`src/rtl/twin_timer_pkg.sv`:
```
`timescale 1ns/1ps
package twin_timer_pkg;

  parameter int unsigned TMR_W = 32;

  // Control word; declaration order gives the bit positions 10 down to 0.
  typedef struct packed {
    logic allEn;       // 10
    logic pwmEn;       // 9
    logic irqFlag;     // 8
    logic runEn;       // 7
    logic irqEn;       // 6
    logic holdLoad;    // 5
    logic autoReload;  // 4
    logic captEn;      // 3
    logic genEn;       // 2
    logic countDown;   // 1
    logic modeSel;     // 0
  } ctlReg_t;

  localparam int unsigned CTL_W    = $bits(ctlReg_t);
  localparam int unsigned FLAG_BIT = 8;

  typedef enum logic [1:0] {
    REG_CTL   = 2'd0,
    REG_LOAD  = 2'd1,
    REG_COUNT = 2'd2,
    REG_NONE  = 2'd3
  } regSel_e;

  // Strobes from the register block to one counting datapath.
  typedef struct packed {
    logic [TMR_W-1:0] reloadVal;
    logic             hold;
    logic             run;
    logic             down;
    logic             wrap;
  } chanCmd_t;

endpackage

```
`src/rtl/twin_timer_chan.sv`:
```
`timescale 1ns/1ps
module twin_timer_chan
  import twin_timer_pkg::*;
(
  input  logic             clk,
  input  logic             rst,
  input  chanCmd_t         cmd,
  output logic [TMR_W-1:0] count,
  output logic             expired,
  output logic             termHit
);

  localparam logic [TMR_W-1:0] CNT_MAX = {TMR_W{1'b1}};
  localparam logic [TMR_W-1:0] CNT_ONE = TMR_W'(1);

  logic             atEnd;
  logic [TMR_W-1:0] stepVal;

  assign atEnd   = cmd.down ? (count == '0) : (count == CNT_MAX);
  assign termHit = cmd.run && !cmd.hold && !expired && atEnd;
  assign stepVal = cmd.down ? (count - CNT_ONE) : (count + CNT_ONE);

  always_ff @(posedge clk) begin
    if (rst) begin
      count   <= '0;
      expired <= 1'b0;
    end else begin
      if (cmd.hold)
        count <= cmd.reloadVal;
      else if (termHit)
        count <= cmd.wrap ? cmd.reloadVal : count;
      else if (cmd.run && !expired)
        count <= stepVal;

      if (cmd.hold || !cmd.run)
        expired <= 1'b0;
      else if (termHit && !cmd.wrap)
        expired <= 1'b1;
    end
  end

endmodule

```
`src/rtl/twin_timer_regs.sv`:
```
`timescale 1ns/1ps
module twin_timer_regs
  import twin_timer_pkg::*;
#(
  parameter int unsigned NUM_CH = 2,
  parameter int unsigned ADDR_W = 5
) (
  input  logic                         clk,
  input  logic                         rst,
  input  logic                         busSel,
  input  logic                         busWr,
  input  logic [ADDR_W-1:0]            busAddr,
  input  logic [TMR_W-1:0]             busWdata,
  output logic [TMR_W-1:0]             busRdata,
  input  logic [NUM_CH-1:0]            termHit,
  input  logic [NUM_CH-1:0][TMR_W-1:0] cntQ,
  output chanCmd_t [NUM_CH-1:0]        cmd,
  output ctlReg_t [NUM_CH-1:0]         ctlQ,
  output logic [NUM_CH-1:0][TMR_W-1:0] loadQ
);

  localparam int unsigned CH_W = ADDR_W - 4;

  logic [CH_W-1:0] chIdx;
  regSel_e         regSel;
  logic [1:0]      unusedByteLane;

  assign chIdx          = busAddr[ADDR_W-1:4];
  assign regSel         = regSel_e'(busAddr[3:2]);
  assign unusedByteLane = busAddr[1:0];

  for (genvar c = 0; c < NUM_CH; c++) begin : g_ch
    logic             chHit;
    logic             ctlWr;
    logic             loadWr;
    ctlReg_t          ctlR;
    ctlReg_t          ctlNext;
    logic [TMR_W-1:0] loadR;

    assign chHit  = busSel && busWr && (chIdx == CH_W'(c));
    assign ctlWr  = chHit && (regSel == REG_CTL);
    assign loadWr = chHit && (regSel == REG_LOAD);

    // Terminal count wins over a simultaneous acknowledge.
    always_comb begin
      ctlNext = ctlR;
      if (ctlWr)
        ctlNext = ctlReg_t'(busWdata[CTL_W-1:0]);
      ctlNext.irqFlag = termHit[c] ||
                        (ctlR.irqFlag && !(ctlWr && busWdata[FLAG_BIT]));
    end

    always_ff @(posedge clk) begin
      if (rst) begin
        ctlR  <= '0;
        loadR <= '0;
      end else begin
        ctlR <= ctlNext;
        if (loadWr)
          loadR <= busWdata;
      end
    end

    assign ctlQ[c]  = ctlR;
    assign loadQ[c] = loadR;
    assign cmd[c]   = '{reloadVal: loadR,
                        hold:      ctlR.holdLoad,
                        run:       ctlR.runEn,
                        down:      ctlR.countDown,
                        wrap:      ctlR.autoReload};
  end

  always_comb begin
    busRdata = '0;
    for (int c = 0; c < NUM_CH; c++) begin
      if (busSel && (chIdx == CH_W'(c))) begin
        case (regSel)
          REG_CTL:   busRdata = TMR_W'(ctlQ[c]);
          REG_LOAD:  busRdata = loadQ[c];
          REG_COUNT: busRdata = cntQ[c];
          default:   busRdata = '0;
        endcase
      end
    end
  end

endmodule

```
`src/rtl/twin_timer.sv`:
```
`timescale 1ns/1ps
module twin_timer
  import twin_timer_pkg::*;
#(
  parameter int unsigned NUM_CH = 2,
  parameter int unsigned ADDR_W = 5
) (
  input  logic              clk,
  input  logic              rst,
  input  logic              busSel,
  input  logic              busWr,
  input  logic [ADDR_W-1:0] busAddr,
  input  logic [TMR_W-1:0]  busWdata,
  output logic [TMR_W-1:0]  busRdata,
  output logic [NUM_CH-1:0] irq
);

  chanCmd_t [NUM_CH-1:0]        cmd;
  ctlReg_t [NUM_CH-1:0]         ctlQ;
  logic [NUM_CH-1:0][TMR_W-1:0] loadQ;
  logic [NUM_CH-1:0][TMR_W-1:0] cntQ;
  logic [NUM_CH-1:0]            expQ;
  logic [NUM_CH-1:0]            termHit;

  twin_timer_regs #(.NUM_CH(NUM_CH), .ADDR_W(ADDR_W)) u_regs (
    .clk      (clk),
    .rst      (rst),
    .busSel   (busSel),
    .busWr    (busWr),
    .busAddr  (busAddr),
    .busWdata (busWdata),
    .busRdata (busRdata),
    .termHit  (termHit),
    .cntQ     (cntQ),
    .cmd      (cmd),
    .ctlQ     (ctlQ),
    .loadQ    (loadQ)
  );

  for (genvar c = 0; c < NUM_CH; c++) begin : g_dp
    twin_timer_chan u_chan (
      .clk     (clk),
      .rst     (rst),
      .cmd     (cmd[c]),
      .count   (cntQ[c]),
      .expired (expQ[c]),
      .termHit (termHit[c])
    );
    assign irq[c] = ctlQ[c].irqEn && ctlQ[c].irqFlag;
  end

endmodule

```
`config.mk`:
```
export PLATFORM = sky130hd
export DESIGN_NAME = twin_timer
export DESIGN_NICKNAME = d
export VERILOG_FILES = /design/src/rtl/twin_timer_pkg.sv /design/src/rtl/twin_timer_chan.sv /design/src/rtl/twin_timer_regs.sv /design/src/rtl/twin_timer.sv
export SDC_FILE = /design/constraint.sdc
export NUM_CORES = 1
export LEC_CHECK = 0
export CAP_MARGIN = 20
export CORE_MARGIN = 2
export CORE_UTILIZATION = 48
export DETAILED_ROUTE_END_ITERATION = 10
export PLACE_DENSITY = 0.73
export SYNTH_ARGS = -nofsm -noshare
export SYNTH_HDL_FRONTEND = slang
export SYNTH_HIERARCHICAL = 1
export SYNTH_SLANG_ARGS = --single-unit
```
`constraint.sdc`:
```
create_clock -name clk -period 4 [get_ports clk]
set_input_delay 1 -clock clk [delete_from_list [all_inputs] [get_ports clk]]
set_output_delay 1 -clock clk [all_outputs]
set_load 0.02 [all_outputs]
```
After elaboration in Yosys (flattened, before gate mapping)
Cells that the tools add are included.
{"block": "op_classes", "n_addsub": 4, "eq_ne": 6, "muxes": 16, "bitwise_logic": 1, "n_reduce_logical": 48}
{"operator": "$mux 32", "n": 12}
{"operator": "$pmux 32 s3", "n": 2}
{"operator": "$add 32x1->32 const B", "n": 2}
{"operator": "$eq 32x32->1 const B", "n": 2}
{"operator": "$logic_not 32->1", "n": 2}
{"operator": "$sub 32x1->32 const B", "n": 2}
{"operator": "$logic_and 1x1->1", "n": 25}
{"operator": "$logic_not 1->1", "n": 10}
{"operator": "$ne 3x3->1 const B", "n": 2}
{"operator": "$reduce_bool 3->1", "n": 2}
{"operator": "$logic_or 1x1->1", "n": 4}
{"operator": "$reduce_and 2->1", "n": 2}
{"operator": "$reduce_or 2->1", "n": 2}
{"operator": "$eq 2x1->1 const B", "n": 1}
{"operator": "$eq 2x2->1 const B", "n": 1}
{"operator": "$logic_not 2->1", "n": 1}
{"operator": "$mux 1", "n": 2}
{"operator": "$not 1->1", "n": 1}
{"block": "word_totals", "ff_bits": 152, "in_bits": 41, "word_cells": 103}

Longest topological paths before layout
{"block": "depth", "depth_word": 7, "mapped_depth": 10, "ltp_nobuf": 9}

Hierarchy
Netlist, hierarchy kept.
{"module": "twin_timer_regs", "n_inst": 1, "cells_per_inst": 542, "area_per_inst_um2": 5158.7}
{"module": "twin_timer_chan at g_dp[0].u_chan", "n_inst": 1, "cells_per_inst": 489, "area_per_inst_um2": 3622.2}
{"module": "twin_timer_chan at g_dp[1].u_chan", "n_inst": 1, "cells_per_inst": 462, "area_per_inst_um2": 3354.5}
{"module": "twin_timer", "n_inst": 1, "cells_per_inst": 2, "area_per_inst_um2": 12.5}

Worst setup path before layout
No wires, ideal clock.
{"block": "synth_path", "path_type": "reg2reg", "start": "reg u_regs.g_ch[1].ctlR (netlist bit u_regs/cmd[37])", "end": "reg g_dp[1].u_chan.count[29]", "setup_ps": 103, "t_arrival_ps": 3231, "path_slack_ps": 665, "path_stages_with_launch": 11, "n_path_buf": 1, "synth_period_minus_slack_ps": 3335, "path_cell_list": "dfxtp_1 > ha_1 > clkbuf_1 > a21o_1 > or3b_2 > nand3_1 > a21oi_1 > o21ai_0 > o21ai_0 > xnor2_1 > a2111oi_2"}
{"block": "synth_via", "elab_chain_cells": 4, "word_cells_on_any_way": 9, "cone_classes": "1 x eq/ne; 5 x mux; 3 x reduce/logical"}
{"element": "start: declaration", "line": "twin_timer_regs.sv:36", "source": "ctlReg_t ctlR;"}
{"element": "start signal: assignment", "line": "twin_timer_regs.sv:58", "source": "ctlR <= ctlNext;"}
{"element": "$mux 1 or $mux 32 (tied branches)", "line": "twin_timer_chan.sv:19, twin_timer_chan.sv:21"}
{"element": "$logic_and 1x1->1 or $mux 32 (tied branches)", "line": "twin_timer_chan.sv:20, twin_timer_chan.sv:32"}
{"element": "$ne 3x3->1 (no source line), or another cell as far along"}
{"element": "$reduce_and 2->1 (no source line) or $mux 32 (tied branches)"}
{"element": "end signal: assignment", "line": "twin_timer_chan.sv:29", "source": "count <= cmd.reloadVal;"}
{"element": "end signal: assignment", "line": "twin_timer_chan.sv:31", "source": "count <= cmd.wrap ? cmd.reloadVal : count;"}
{"element": "end signal: assignment", "line": "twin_timer_chan.sv:33", "source": "count <= stepVal;"}
{"element": "end: declaration", "line": "twin_timer_chan.sv:8", "source": "output logic [TMR_W-1:0] count,"}
Several ways; a longest one is shown, not always the timed one. The select of a mux whose other input is x is not followed.
A chain may end at the register's enable or synchronous reset.

Worst setup path in the final report
{"block": "layout_path", "start": "in busAddr[3]", "end": "out busRdata[14]"}
{"block": "layout_via", "elab_chain_cells": 4, "word_cells_on_any_way": 7, "cone_classes": "2 x eq/ne; 4 x mux; 1 x reduce/logical"}
{"element": "start: declaration", "line": "twin_timer.sv:12", "source": "input logic [ADDR_W-1:0] busAddr,"}
{"element": "$eq 2x2->1, or another cell as far along", "line": "twin_timer_regs.sv:77", "source": "case (regSel)"}
{"element": "$pmux 32 s3", "line": "twin_timer_regs.sv:77"}
{"element": "$mux 32", "line": "twin_timer_regs.sv:76", "source": "if (busSel && (chIdx == CH_W'(c))) begin"}
{"element": "$mux 32 (*)", "line": "twin_timer_regs.sv:76"}
{"element": "end: declaration", "line": "twin_timer.sv:14", "source": "output logic [TMR_W-1:0] busRdata,"}
Every way passes the cells marked *; elsewhere a longest branch is shown, timed or not.

==> impl_results.md <==
- Status: finished clean
- WHS Path Cells: 2
- RSZ-0062 raised after global routing: false
- R2r endpoint: g_dp[0].u_chan/count[18]$_SDFFE_PP0P_
- Tot GR Track Use: 0.272
- Worst Reg-to-Reg Cells: 9
- Worst Hold Launch: u_regs/ctlQ[13]$_SDFFE_PP0P_
- Crit start category: primary input
- Syn Std Cell Area: 11600 um^2
- Leakage: 5.30 nW
- Clock Latency Late Sink: 420 ps
- Worst Hold Endpoint: u_regs/ctlQ[13]$_SDFFE_PP0P_
- Postcts setup bufs: 0
- Period minus WS final: 3850 ps
- Least-Margin Pin Slew: 994 ps
- Slew Viols, Final: 0
- Remaining DRCs: 0
- Synth Instances: 1423
- CTS tree: yes
- Count of buffers from port buffering: 72
- HP Class: flip-flop to flip-flop
- Core area: 23600 um^2
- Initial DRC Count: 1169
- Final cycle utilization of the critical path: 0.962
- Clk pin slew, worst setup/hold paths: 70 ps
- Max_cap viols: 0
- Ports: 75
- WL met3: 1.63 mm
- Placed cells: 1760
- Worst Path Arrival: 2850 ps
- Pin count of the biggest net entering global routing: 77
- R2R Setup Slk: 390 ps
- # fillers: 2114
- Hold-fix buffers at CTS: 0
- WL met1: 16.0 mm
- Max Freq: 0.260 GHz
- Final Non-Filler Cells: 1792
- Hpwl dp: 26.8 mm
- TNS Setup: 0 ps
- Syn_nets: 1526
- Final layout net count: 1563
- Post-Syn Area per Cell: 8.16 um^2
- Drt first pass iters: 6
- Core Rows: 56
- Max Used Layer: met4
- # diodes: 0
- Worst Skew: 11.1 ps
- Post-Route WL: 35.5 mm
- FF-to-FF Start: u_regs/cmd[1]$_SDFFE_PP0P_
- Clock buffer depth: 2
- Syn. warnings: 6
- Hold Fails Final Rpt: 0
- Layout Utilization: 0.558
- Starting Density: 0.492
- Power density over the cells: 268 nW/um^2
- CTS root buf: clkbuf_16
- Peak supply drop: 0.247 mV
- DR WL met2: 16.7 mm
- Register area: 3040 um^2
- Crit path capture type: output port
- Worst endpoint required time: 3000 ps
- Overflow after GRT: 0
- WS Path Type: primary input to output port
- Die X: 160 um
- Sink Count: 152
- Initial antenna violation count: 0
- First-pass GRT wire length: 56.4 mm
- Final GP Congestion: 0.976
- Die Span Y: 160 um
- Vias per cell: 6.26
- Multi-input combinational cell area: 7970 um^2
- Layout cell share with drive strength beyond 1: 0.0794
- Worst Path Max Fanout: 25
- Slew Limit Headroom: 0.337
- H-tree depth: 4
- Num CTS Buffers: 17
- P&R area growth vs syn: 13.4%
- Overall die area: 25400 um^2
- Number of global-route vias before repair: 10400
- Detail Route Antenna Nets: 0
- Via count: 11200
- Post-DR wirelength/cell: 19.8 um
- Setup Viol. Count Final: 0
-- worst max-delay path: stages --
cell and delay, ps:
clkdlybuf4s50_1 580, nor2b_2 230, buf_12 200, a22oi_1 130, o22ai_1 320, dlygate4sd2_1 380
-- registers in the layout (all words and copies together) (netlist names) --
name,cells
g_dp.u_chan/count,64
u_regs/g_ch.loadR,64
u_regs/cmd,8
g_dp.u_chan/expired,2
u_regs/ctlQ,14
-- power by group --
group	internal, mW	leakage, nW	total (mW)	switching, mW
clock	0.887	0.275	1.58	0.690
combinational	0.165	3.79	0.374	0.209
sequential	1.54	1.23	1.58	0.0391
total	2.59	5.30	3.53	0.938
-- stage by stage --
step | instance area (um^2) | hold slack, ps | worst slack, ps | total power [mW]
3_5_place_dp | 12600 | 470 | -147 | 1.98
3_3_place_gp | 12600 | 462 | -163 | 1.97
2_1_floorplan | 11600 | 452 | 683 | 1.84
6_report | 13200 | 483 | 150 | 3.53
4_1_cts | 13200 | 486 | 176 | 3.54
5_1_grt | 13200 | 495 | 81.7 | 3.65
-- layer usage --
metal | up-vias | track usage
met5 | - | 0
met4 | 0 | 0.0955
met3 | 79 | 0.0289
met2 | 405 | 0.450
met1 | 5337 | 0.367
li1 | 5392 | -
-- cell usage in the layout (no fill, tap or decap), types with 9 or more instances in the layout --
| cell type | count |
|---|---|
| nor2_1 | 85 |
| a211oi_1 | 31 |
| o22ai_1 | 22 |
| o21bai_1 | 9 |
| and3_1 | 9 |
| a21oi_1 | 89 |
| nor3_1 | 22 |
| o211ai_1 | 12 |
| mux2i_1 | 120 |
| and2_1 | 12 |
| nand4_1 | 28 |
| dfxtp_1 | 152 |
| nand3_1 | 41 |
| clkbuf_16 | 17 |
| ha_1 | 60 |
| xor2_1 | 18 |
| o21ai_0 | 63 |
| buf_4 | 41 |
| nand2b_1 | 122 |
| xnor2_1 | 23 |
| a22oi_1 | 45 |
| nor4_1 | 19 |
| inv_1 | 21 |
| clkdlybuf4s50_1 | 39 |
| o22a_1 | 13 |
| dlygate4sd2_1 | 32 |
| a31oi_1 | 14 |
| a311oi_1 | 14 |
| nand2_1 | 120 |
| a21o_1 | 22 |
-- what timing repair did --
action,4_1_cts,5_1_grt
endpoints found under the hold margin,0,0
endpoints found under the setup margin,32,0
resized for setup,33,0
-- final cells by class --
class	instances	share of cell area
multi-input cells	1150	0.606
well taps	319	0.0303
clock buffers	18	0.0334
repair buffers	118	0.0834
flip-flops and latches	152	0.231
clock inverters	14	0.0101
inverters	21	0.00599
-- worst max path at each step --
| stage | endpoint | slack (ps) | cells after the start | start |
|---|---|---|---|---|
| global placement | busRdata[10] | -160 | 5 | busAddr[4] |
| global route | busRdata[14] | 80 | 6 | busAddr[3] |
| finish | busRdata[14] | 150 | 6 | busAddr[3] |
| detailed placement | busRdata[8] | -150 | 5 | busAddr[4] |
| floorplan | g_dp[1].u_chan/count[29]$_SDFFE_PP0P_ | 680 | 10 | u_regs/cmd[37]$_SDFFE_PP0P_ |
| CTS | busRdata[20] | 180 | 7 | busAddr[3] |
Note: power is estimated with default switching activity, not from simulation.
